### src/rtl/dbs_pkg.sv
package dbs_pkg;
  typedef enum logic [1:0] {
    CMD_NOP = 2'd0,
    CMD_ACT = 2'd1,
    CMD_RD  = 2'd2,
    CMD_PRE = 2'd3
  } cmd_e;

  typedef enum logic [1:0] {
    KIND_NONE     = 2'd0,
    KIND_HIT      = 2'd1,
    KIND_EMPTY    = 2'd2,
    KIND_CONFLICT = 2'd3
  } kind_e;

  typedef enum logic [1:0] {
    S_IDLE = 2'd0,
    S_PRE  = 2'd1,
    S_WACT = 2'd2,
    S_WRD  = 2'd3
  } seq_state_e;
endpackage

### src/rtl/dbs_bank_table.sv
module dbs_bank_table #(
  parameter int NUM_BANKS = 8,
  parameter int ROW_W     = 14,
  localparam int BANK_W   = $clog2(NUM_BANKS)
) (
  input  logic              clk_i,
  input  logic              rst_ni,
  input  logic [BANK_W-1:0] lk_bank_i,
  output logic              lk_open_o,
  output logic [ROW_W-1:0]  lk_row_o,
  input  logic              act_i,
  input  logic              pre_i,
  input  logic              rd_i,
  input  logic [BANK_W-1:0] upd_bank_i,
  input  logic [ROW_W-1:0]  upd_row_i
);
  logic [NUM_BANKS-1:0] open_q;
  logic [ROW_W-1:0]     row_q [NUM_BANKS];

  for (genvar g = 0; g < NUM_BANKS; g++) begin : g_bank
    logic hit_upd;
    assign hit_upd = (upd_bank_i == BANK_W'(g));

    always_ff @(posedge clk_i or negedge rst_ni) begin
      if (!rst_ni) begin
        open_q[g] <= 1'b0;
        row_q[g]  <= '0;
      end else if (hit_upd && act_i) begin
        open_q[g] <= 1'b1;
        row_q[g]  <= upd_row_i;
      end else if (hit_upd && pre_i) begin
        open_q[g] <= 1'b0;
      end
    end
  end

  assign lk_open_o = open_q[lk_bank_i];
  assign lk_row_o  = row_q[lk_bank_i];

  AST_ACT_IDLE_BANK: assert property (@(posedge clk_i) disable iff (!rst_ni)
    act_i |-> !open_q[upd_bank_i]);
  AST_PRE_OPEN_BANK: assert property (@(posedge clk_i) disable iff (!rst_ni)
    pre_i |-> open_q[upd_bank_i]);
  AST_RD_OPEN_ROW: assert property (@(posedge clk_i) disable iff (!rst_ni)
    rd_i |-> (open_q[upd_bank_i] && row_q[upd_bank_i] == upd_row_i));
  AST_ONE_CMD: assert property (@(posedge clk_i) disable iff (!rst_ni)
    $countones({act_i, pre_i, rd_i}) <= 1);
endmodule

### src/rtl/dbs_gap_timer.sv
module dbs_gap_timer #(
  parameter int CNT_W = 4
) (
  input  logic             clk_i,
  input  logic             rst_ni,
  input  logic             load_i,
  input  logic [CNT_W-1:0] val_i,
  output logic             done_o
);
  logic [CNT_W-1:0] cnt_q;
  logic [CNT_W-1:0] eff;

  // zero gap behaves as one cycle
  assign eff = (val_i == '0) ? CNT_W'(1) : val_i;

  always_ff @(posedge clk_i or negedge rst_ni) begin
    if (!rst_ni)              cnt_q <= '0;
    else if (load_i)          cnt_q <= eff - CNT_W'(1);
    else if (cnt_q != '0)     cnt_q <= cnt_q - CNT_W'(1);
  end

  assign done_o = (cnt_q == '0);

  AST_GAP_NO_WRAP: assert property (@(posedge clk_i) disable iff (!rst_ni)
    (!load_i && cnt_q == '0) |=> cnt_q == '0);
  AST_GAP_COUNTS_DOWN: assert property (@(posedge clk_i) disable iff (!rst_ni)
    (!load_i && cnt_q != '0) |=> cnt_q == $past(cnt_q) - CNT_W'(1));
endmodule

### src/rtl/dbs_seq_ctrl.sv
module dbs_seq_ctrl
  import dbs_pkg::*;
#(
  parameter int NUM_BANKS = 8,
  parameter int ROW_W     = 14,
  parameter int COL_W     = 10,
  parameter int TMR_W     = 4,
  localparam int BANK_W   = $clog2(NUM_BANKS)
) (
  input  logic              clk_i,
  input  logic              rst_ni,
  input  logic              req_valid_i,
  output logic              req_ready_o,
  input  logic [BANK_W-1:0] req_bank_i,
  input  logic [ROW_W-1:0]  req_row_i,
  input  logic [COL_W-1:0]  req_col_i,
  input  logic [TMR_W-1:0]  t_rp_i,
  input  logic [TMR_W-1:0]  t_rcd_i,
  input  logic              lk_open_i,
  input  logic [ROW_W-1:0]  lk_row_i,
  input  logic              tmr_done_i,
  output logic              tmr_load_o,
  output logic [TMR_W-1:0]  tmr_val_o,
  output logic              act_o,
  output logic              pre_o,
  output logic              rd_o,
  output logic [BANK_W-1:0] upd_bank_o,
  output logic [ROW_W-1:0]  upd_row_o,
  output logic [1:0]        cmd_o,
  output logic [BANK_W-1:0] cmd_bank_o,
  output logic [ROW_W-1:0]  cmd_row_o,
  output logic [COL_W-1:0]  cmd_col_o,
  output logic              kind_valid_o,
  output logic [1:0]        kind_o
);
  seq_state_e state_q, state_d;
  kind_e      kind;
  cmd_e       cmd;
  logic       acc;
  logic [BANK_W-1:0] bank_q;
  logic [ROW_W-1:0]  row_q;
  logic [COL_W-1:0]  col_q;

  assign req_ready_o = (state_q == S_IDLE);
  assign acc         = req_valid_i && req_ready_o;

  always_comb begin
    if (!lk_open_i)                kind = KIND_EMPTY;
    else if (lk_row_i == req_row_i) kind = KIND_HIT;
    else                           kind = KIND_CONFLICT;
  end

  assign kind_valid_o = acc;
  assign kind_o       = acc ? kind : KIND_NONE;

  always_comb begin
    state_d = state_q;
    unique case (state_q)
      S_IDLE: if (acc) begin
        unique case (kind)
          KIND_HIT:      state_d = S_WRD;
          KIND_EMPTY:    state_d = S_WACT;
          default:       state_d = S_PRE;
        endcase
      end
      S_PRE:  state_d = S_WACT;
      S_WACT: if (tmr_done_i) state_d = S_WRD;
      S_WRD:  if (tmr_done_i) state_d = S_IDLE;
      default: state_d = S_IDLE;
    endcase
  end

  always_ff @(posedge clk_i or negedge rst_ni) begin
    if (!rst_ni) begin
      state_q <= S_IDLE;
      bank_q  <= '0;
      row_q   <= '0;
      col_q   <= '0;
    end else begin
      state_q <= state_d;
      if (acc) begin
        bank_q <= req_bank_i;
        row_q  <= req_row_i;
        col_q  <= req_col_i;
      end
    end
  end

  always_comb begin
    cmd = CMD_NOP;
    unique case (state_q)
      S_PRE:   cmd = CMD_PRE;
      S_WACT:  if (tmr_done_i) cmd = CMD_ACT;
      S_WRD:   if (tmr_done_i) cmd = CMD_RD;
      default: cmd = CMD_NOP;
    endcase
  end

  assign pre_o = (cmd == CMD_PRE);
  assign act_o = (cmd == CMD_ACT);
  assign rd_o  = (cmd == CMD_RD);

  // one shared timer: precharge starts the tRP gap, activate the tRCD gap
  assign tmr_load_o = pre_o || act_o;
  assign tmr_val_o  = pre_o ? t_rp_i : t_rcd_i;

  assign upd_bank_o = bank_q;
  assign upd_row_o  = row_q;

  assign cmd_o      = cmd;
  assign cmd_bank_o = (cmd != CMD_NOP) ? bank_q : '0;
  assign cmd_row_o  = act_o ? row_q : '0;
  assign cmd_col_o  = rd_o ? col_q : '0;

  AST_HIT_READ_NEXT: assert property (@(posedge clk_i) disable iff (!rst_ni)
    (acc && kind == KIND_HIT) |=> cmd_o == CMD_RD);
  AST_EMPTY_ACT_NEXT: assert property (@(posedge clk_i) disable iff (!rst_ni)
    (acc && kind == KIND_EMPTY) |=> cmd_o == CMD_ACT);
  AST_CONFLICT_PRE_NEXT: assert property (@(posedge clk_i) disable iff (!rst_ni)
    (acc && kind == KIND_CONFLICT) |=> cmd_o == CMD_PRE);
  AST_READ_FREES: assert property (@(posedge clk_i) disable iff (!rst_ni)
    (cmd_o == CMD_RD) |=> req_ready_o);
  AST_BUSY_NO_KIND: assert property (@(posedge clk_i) disable iff (!rst_ni)
    !req_ready_o |-> (!kind_valid_o && kind_o == KIND_NONE));
endmodule

### src/rtl/dram_bank_seq.sv
module dram_bank_seq #(
  parameter int NUM_BANKS = 8,
  parameter int ROW_W     = 14,
  parameter int COL_W     = 10,
  parameter int TMR_W     = 4,
  localparam int BANK_W   = $clog2(NUM_BANKS)
) (
  input  logic              clk_i,
  input  logic              rst_ni,
  input  logic              req_valid_i,
  output logic              req_ready_o,
  input  logic [BANK_W-1:0] req_bank_i,
  input  logic [ROW_W-1:0]  req_row_i,
  input  logic [COL_W-1:0]  req_col_i,
  input  logic [TMR_W-1:0]  t_rp_i,
  input  logic [TMR_W-1:0]  t_rcd_i,
  output logic [1:0]        cmd_o,
  output logic [BANK_W-1:0] cmd_bank_o,
  output logic [ROW_W-1:0]  cmd_row_o,
  output logic [COL_W-1:0]  cmd_col_o,
  output logic              kind_valid_o,
  output logic [1:0]        kind_o
);
  logic              lk_open;
  logic [ROW_W-1:0]  lk_row;
  logic              tmr_done, tmr_load;
  logic [TMR_W-1:0]  tmr_val;
  logic              act, pre, rd;
  logic [BANK_W-1:0] upd_bank;
  logic [ROW_W-1:0]  upd_row;

  dbs_bank_table #(.NUM_BANKS(NUM_BANKS), .ROW_W(ROW_W)) u_table (
    .clk_i, .rst_ni,
    .lk_bank_i (req_bank_i),
    .lk_open_o (lk_open),
    .lk_row_o  (lk_row),
    .act_i     (act),
    .pre_i     (pre),
    .rd_i      (rd),
    .upd_bank_i(upd_bank),
    .upd_row_i (upd_row)
  );

  dbs_gap_timer #(.CNT_W(TMR_W)) u_timer (
    .clk_i, .rst_ni,
    .load_i(tmr_load),
    .val_i (tmr_val),
    .done_o(tmr_done)
  );

  dbs_seq_ctrl #(
    .NUM_BANKS(NUM_BANKS), .ROW_W(ROW_W), .COL_W(COL_W), .TMR_W(TMR_W)
  ) u_ctrl (
    .clk_i, .rst_ni,
    .req_valid_i, .req_ready_o, .req_bank_i, .req_row_i, .req_col_i,
    .t_rp_i, .t_rcd_i,
    .lk_open_i (lk_open),
    .lk_row_i  (lk_row),
    .tmr_done_i(tmr_done),
    .tmr_load_o(tmr_load),
    .tmr_val_o (tmr_val),
    .act_o     (act),
    .pre_o     (pre),
    .rd_o      (rd),
    .upd_bank_o(upd_bank),
    .upd_row_o (upd_row),
    .cmd_o, .cmd_bank_o, .cmd_row_o, .cmd_col_o,
    .kind_valid_o, .kind_o
  );

  AST_RESET_IDLE: assert property (@(posedge clk_i) disable iff (!rst_ni)
    $rose(rst_ni) |-> (req_ready_o && cmd_o == 2'd0));
endmodule

### config.mk
export PLATFORM = sky130hd
export DESIGN_NAME = dram_bank_seq
export DESIGN_NICKNAME = d
export VERILOG_FILES = /design/src/rtl/dbs_pkg.sv /design/src/rtl/dbs_bank_table.sv /design/src/rtl/dbs_gap_timer.sv /design/src/rtl/dbs_seq_ctrl.sv /design/src/rtl/dram_bank_seq.sv
export SDC_FILE = /design/constraint.sdc
export NUM_CORES = 1
export LEC_CHECK = 0
export BUFFER_PORTS_ARGS = -buffer_cell sky130_fd_sc_hd__buf_4
export CAP_MARGIN = 20
export CORE_MARGIN = 2
export CORE_UTILIZATION = 51
export CTS_CLUSTER_SIZE = 25
export DETAILED_ROUTE_END_ITERATION = 7
export HOLD_SLACK_MARGIN = 0.08
export PLACE_DENSITY = 0.7
export SETUP_SLACK_MARGIN = 0.5
export SLEW_MARGIN = 10
export SYNTH_ARGS = -nofsm -noshare
export SYNTH_HDL_FRONTEND = slang
export SYNTH_SLANG_ARGS = --single-unit
### constraint.sdc
create_clock -name clk_i -period 3.79 [get_ports clk_i]
set_clock_uncertainty 0.2 [all_clocks]
set_input_delay 0.379 -clock clk_i [delete_from_list [all_inputs] [get_ports clk_i]]
set_output_delay 0.379 -clock clk_i [all_outputs]
set_load 0.005 [all_outputs]
Word level (Yosys, flattened, before mapping)
Index checks and enable logic that the tools add are counted.
{"block": "totals", "romBits": 0, "memories": 0, "latchBits": 0, "register_bits": 153, "out_inout_bits": 33, "ramBits": 0}
{"block": "classes", "mul": 0, "n_mux": 39, "n_reduce_logical": 34, "addsub": 2, "eq_ne": 19, "shifts": 0, "n_div": 0, "magnitude_cmp": 2, "n_bitwise": 1}
{"operator": "binary-select mux 14 bit (select 3 bit)", "n": 1}
{"operator": "2-to-1 mux 14 bit", "n": 3}
{"operator": "nonzero test 2 bit", "n": 10}
{"operator": "2-to-1 mux 1 bit", "n": 18}
{"operator": "logical AND 1 bit", "n": 17}
{"operator": "2-to-1 mux 4 bit", "n": 4}
{"operator": "equality test 14 bit", "n": 1}
{"operator": "2-to-1 mux 2 bit", "n": 7}
{"operator": "equality test 3 bit (second input constant)", "n": 4}
{"operator": "equality test 2 bit (second input constant)", "n": 5}
{"operator": "2-to-1 mux 10 bit", "n": 1}
{"operator": "zero test 4 bit", "n": 2}
{"operator": "one-hot mux 2 bit (4 select lines)", "n": 1}
{"operator": "subtractor 4 x 1 -> 4 bit (second input constant)", "n": 2}
{"operator": "equality test 2 x 1 -> 1 bit (second input constant)", "n": 3}
{"operator": "equality test 3 x 2 -> 1 bit (second input constant)", "n": 2}
{"operator": "inequality test 2 bit (second input constant)", "n": 3}
{"operator": "one-hot mux 2 bit (3 select lines)", "n": 1}
{"operator": ">= comparator 4 bit (second input constant)", "n": 1}
{"operator": "less-than comparator 3 x 4 -> 1 bit (second input constant)", "n": 1}
{"operator": "NOT 3 -> 4 bit", "n": 1}
{"operator": "one-hot mux 2 bit (2 select lines)", "n": 1}
{"operator": "nonzero test 4 bit", "n": 1}
{"operator": "binary-select mux 1 bit (select 3 bit)", "n": 1}
{"operator": "other kinds (6)", "n": 6}

Depth between registers and ports, before layout
{"block": "logic_depth", "ltp_word": 11, "ltp_mapped": 10, "mapped_depth_nobuf": 8}

Hierarchy
From an unflattened synthesis, not the netlist that was laid out.
{"block": "unflattened", "cells_unflattened": 493, "area_unflattened_um2": 7681.1}
{"module": "dbs_bank_table", "seq_area_each_um2": 3002.9, "area_per_inst_um2": 5806.8, "n_inst": 1, "cells_each": 330}
{"module": "dbs_seq_ctrl", "seq_area_each_um2": 725.7, "area_per_inst_um2": 1642.8, "n_inst": 1, "cells_each": 143}
{"module": "dbs_gap_timer", "seq_area_each_um2": 100.1, "area_per_inst_um2": 231.5, "n_inst": 1, "cells_each": 20}

Least setup slack after synthesis
Ideal clock, no wire load.
{"block": "synth_path", "path_kind": "input to output", "start": "input port req_bank_i[1]", "end": "output port kind_o[1]", "path_buffers": 3, "path_slack_ns": 0.911, "cell_stages": 8, "t_arrival_ns": 2.300, "path_cell_list": "buf_2 > buf_2 > buf_2 > mux2i_1 > xor2_1 > o211ai_1 > or4_4 > o31a_1"}
{"block": "synth_via", "elab_chain_len": 8}
{"element": "from (decl)", "line": "dram_bank_seq.sv:12", "rtl": "input logic [BANK_W-1:0] req_bank_i,"}
{"element": "NOT 3 -> 4 bit (implied by the code)", "line": "dbs_bank_table.sv:38", "rtl": "assign lk_row_o = row_q[lk_bank_i];"}
{"element": "binary-select mux 14 bit (select 3 bit)", "line": "dbs_bank_table.sv:38"}
{"element": "2-to-1 mux 14 bit (implied by the code) (2 in a row)", "line": "dbs_bank_table.sv:38"}
{"element": "equality test 14 bit", "line": "dbs_seq_ctrl.sv:49", "rtl": "else if (lk_row_i == req_row_i) kind = KIND_HIT;"}
{"element": "2-to-1 mux 2 bit", "line": "dbs_seq_ctrl.sv:49"}
{"element": "2-to-1 mux 2 bit (*)", "line": "dbs_seq_ctrl.sv:48", "rtl": "if (!lk_open_i) kind = KIND_EMPTY;"}
{"element": "2-to-1 mux 2 bit (*)", "line": "dbs_seq_ctrl.sv:54", "rtl": "assign kind_o = acc ? kind : KIND_NONE;"}
{"element": "to (decl)", "line": "dram_bank_seq.sv:22", "rtl": "output logic [1:0] kind_o"}
Every way passes the cells marked *; elsewhere a longest branch is shown, timed or not. The select of a mux whose other input is x is not followed.

Final worst setup path
{"block": "layout_path", "start": "register u_table.row_q[33] (netlist name)", "end": "output port kind_o[1]"}
{"block": "layout_via", "elab_chain_len": 7}
{"element": "from (decl)", "line": "dbs_bank_table.sv:18", "rtl": "logic [ROW_W-1:0] row_q [NUM_BANKS];"}
{"element": "from (signal, indexed assignment)", "line": "dbs_bank_table.sv:30", "rtl": "row_q[g] <= upd_row_i;"}
{"element": "binary-select mux 14 bit (select 3 bit)", "line": "dbs_bank_table.sv:38"}
{"element": "2-to-1 mux 14 bit (implied by the code) (2 in a row)", "line": "dbs_bank_table.sv:38"}
{"element": "equality test 14 bit", "line": "dbs_seq_ctrl.sv:49"}
{"element": "2-to-1 mux 2 bit", "line": "dbs_seq_ctrl.sv:49"}
{"element": "2-to-1 mux 2 bit", "line": "dbs_seq_ctrl.sv:48"}
{"element": "2-to-1 mux 2 bit", "line": "dbs_seq_ctrl.sv:54"}
Every way passes these cells. The select of a mux whose other input is x is not followed.

==> metrics.md <==
| Metric | Value |
|---|---|
| Logic gate share of total power | 0.248 |
| Worst Tran Pin Value | 0.8414 ns |
| Setup TNS | 0 ns |
| DRC violation count after routing | 0 |
| Initial antenna violation count | 0 |
| Post-DP Area | 0.008105 sq mm |
| Vias | 4728 |
| Hold Slack | 0.1842 ns |
| NetSw | 1756 uW |
| Crit-path cells | mux4_2 > mux2i_1 > xor2_1 > o211ai_1 > or4_4 > o31a_1 > buf_4 |
| Status | complete, no violations |
| Hold path endpoint | u_ctrl.state_q[0]$_DFFE_PN0P_ |
| Async SR Flop Fraction | 1.000 |
| Worst hold path class | in -> reg |
| Reg2reg path depth | 7 |
| Endpoints failing setup | 0 |
| Pwr dens | 647.1 mW/mm^2 |
| GPL Wtd Cong | 0.8286 |
| Count of input and output buffers | 70 |
| Final Hold Vio Count | 0 |
| Antenna diode count | 0 |
| Switching Fraction | 0.3024 |
| ANT nets after route | 0 |
| Drt first pass iters | 4 |
| I/O pin total | 71 |
| VDD IR max | 0.4185 mV |
| Detail Placement HPWL | 10.99 mm |
| Initial DRC Count | 278 |
| Initial Util | 0.5262 |
| Clk buf depth | 2 |
| Congestion Overflow GR | 0 |
| Clock-pin slew of the registers on the worst-case setup and hold paths | 0.06 ns |
| Largest net degree at the start of global routing | 65 |
| Worst R2R End | u_table.row_q[7]$_DFFE_PN0P_ |
| Root Buffer | clkbuf_16 |
| First-pass GRT wire length | 27.15 mm |
| Crit path kind | reg -> out |
| Die height | 124.4 microns |
| Die width | 124.4 microns |
| Unrepaired setup endpoints after global routing | true |
| Clk sinks | 153 |
| DR WL/cell | 20.16 microns |
| Routed vias/inst | 5.696 |
| Post-synth EDFFs | 0 |
| Rows | 43 |
| Vias in the first global route | 5028 |
| WL final | 16.73 mm |
| Ys Warns | 0 |
| Area of the mapped netlist | 0.007388 sq mm |
| Core area | 0.01404 sq mm |
| Maximum Capacitance Violations | 0 |
| Share of layout cells above drive strength 1 | 0.4092 |
| WP data required | 3.21 ns |
| R2R Setup Slk | 0.81 ns |
| Slew HR | 0.4377 |
| Count of unique library cells instantiated by Yosys | 48 |
| Htree depth | 4 |
| Hold_sp | req_valid_i |
| Mapped Cells | 545 |
| Clk pwr share | 0.303 |
| Slowest-stage cell, CP | or4_4 |
| Layout Area Growth over Synthesis | 21.49% |
| CP Launch Type | flop |
| Crit path max fanout | 2 |
| Net count after synthesis | 588 |
| Max Slew Vio Count | 0 |
| CP endpoint kind | output pin |
| Hold Path Depth | 4 |
| Seq/Total Area, Yosys | 0.5182 |
| Total track usage | 0.2266 |
| Max Fclk | 307.3 MHz |
| Synth Flop Type | dfrtp_1 |
| Post-Syn Area per Cell | 13.56 sq um |
| Num CTS Buffers | 17 |
| Share of power burned in registers | 0.449 |
| Yosys reg bits | 153 |
| Worst skew pair latency | 0.42 ns |
| Die ar. | 0.01547 sq mm |
| Setup bufs post-CTS | 0 |
| CTS tree | built |
| Layout Nets | 680 |
| Final period util | 0.8586 |
| Internal power | 4052 uW |
| CP arrival | 2.68 ns |
| Fin crit period | 3.254 ns |
| Post-Layout Inst Area | 0.008976 sq mm |
| R2R Path Start | u_timer.cnt_q[2]$_DFFE_PN0P_ |
| Leakage | 0.004377 uW |
| CP peak stage delay | 0.55 ns |
layer usage:
| metal | global-route usage | vias up | wire length (microns) |
|---|---|---|---|
| met5 | 0 | - | 0 |
| met4 | 0.09385 | 0 | 385 |
| li1 | - | 2155 | - |
| met2 | 0.3642 | 128 | 8069 |
| met1 | 0.3000 | 2413 | 7441 |
| met3 | 0.04854 | 32 | 835 |
power groups by stage:
stage	registers [uW]	clock network, uW	logic, uW
after floorplan	2320	0	1220
after global placement	2590	0	1350
after detailed placement	2630	0	1420
after CTS	2600	1790	1450
after global routing	2680	1880	1580
final	2610	1760	1440
flip-flops by register name (all words and copies together), names as in the netlist:
name and flops:
u_ctrl.state_q 2, u_table.row_q 112, u_ctrl.upd_bank_o 3, u_table.open_q 8, u_ctrl.upd_row_o 14, u_ctrl.col_q 10
u_timer.cnt_q 4
cells by family after synthesis:
family,synth area share
flops,0.5182
fa+ha+maj,0.008467
compound gates,0.04268
buf+inv,0.03082
mux,0.3192
simple gates,0.06876
xor+xnor,0.01185
critical path, delay by kind of cell (launching register included):
family | cells | cell delay [ns]
mux | 2 | 0.64
compound gates | 2 | 0.37
simple gates | 1 | 0.55
buf+inv | 1 | 0.14
flops | 1 | 0.38
xor+xnor | 1 | 0.16
area by class of cell:
type / count / area, sq um
fillers: 1093 / 5066
clock inverters: 14 / 178.9
flip-flops and latches: 153 / 3829
repair buffers: 114 / 947.2
inverters: 6 / 22.52
clock buffers: 18 / 439.2
multi-input cells: 345 / 3334
well taps: 180 / 225.2
Yosys cell counts (all sizes together), types with 3 or more instances:
library cell	instances	area share
nor3	6	0.0061
nand2b	8	0.0068
nand2	10	0.0051
ha	5	0.0085
mux2i	47	0.064
mux4	14	0.044
dfrtp	153	0.52
nand3	3	0.0020
and3	3	0.0025
buf	27	0.021
o31ai	4	0.0041
clkbuf	14	0.0071
inv	6	0.0030
xnor2	5	0.0059
a22oi	8	0.0081
a21oi	12	0.0081
nor2	11	0.0059
xor2	5	0.0059
mux2	139	0.21
nor2b	7	0.0059
and2	25	0.021
o21ai	8	0.0054
cells in the final DEF, fill, tap and decap left out, types with 8 or more instances in the layout:
cell type / instances
nand2_1: 10
mux2_2: 123
buf_4: 86
a21oi_1: 12
dfrtp_1: 153
dlygate4sd3_1: 25
mux2i_1: 47
o21ai_0: 8
and2_1: 25
a22oi_1: 8
mux4_2: 13
mux2_1: 16
nand2b_1: 8
nor2_1: 10
clkbuf_16: 17
what timing repair did:
| item | in CTS | in global routing |
|---|---|---|
| setup endpoints to repair | 1 | 1 |
| hold buffers | 25 | 0 |
| resized for setup | 2 | 0 |
| endpoints found under the hold margin | 86 | 0 |
| pin swaps | 3 | 0 |
| gates cloned | 0 | 0 |
stage by stage:
| step | utilization | setup WS [ns] | power (uW) | instances |
|---|---|---|---|---|
| 3_5_place_dp | 0.5772 | 0.4565 | 4049 | 773 |
| 5_1_grt | 0.6392 | 0.4318 | 6142 | 830 |
| 2_1_floorplan | - | 0.9112 | 3538 | 545 |
| 3_3_place_gp | 0.5772 | 0.4704 | 3947 | 773 |
| 6_report | 0.6392 | 0.5359 | 5808 | 830 |
| 4_1_cts | 0.6392 | 0.5034 | 5845 | 830 |
how the worst max path moves through the flow:
stage / startpoint / end / cells after the start
after floorplan: req_bank_i[1] / kind_o[1] / 8
after global placement: req_bank_i[0] / kind_o[1] / 8
after detailed placement: req_bank_i[0] / kind_o[1] / 8
after CTS: u_table.row_q[101]$_DFFE_PN0P_ / kind_o[1] / 7
after global routing: u_table.row_q[5]$_DFFE_PN0P_ / kind_o[1] / 7
final: u_table.row_q[33]$_DFFE_PN0P_ / kind_o[1] / 7
Note: power is estimated with default switching activity, not from simulation.
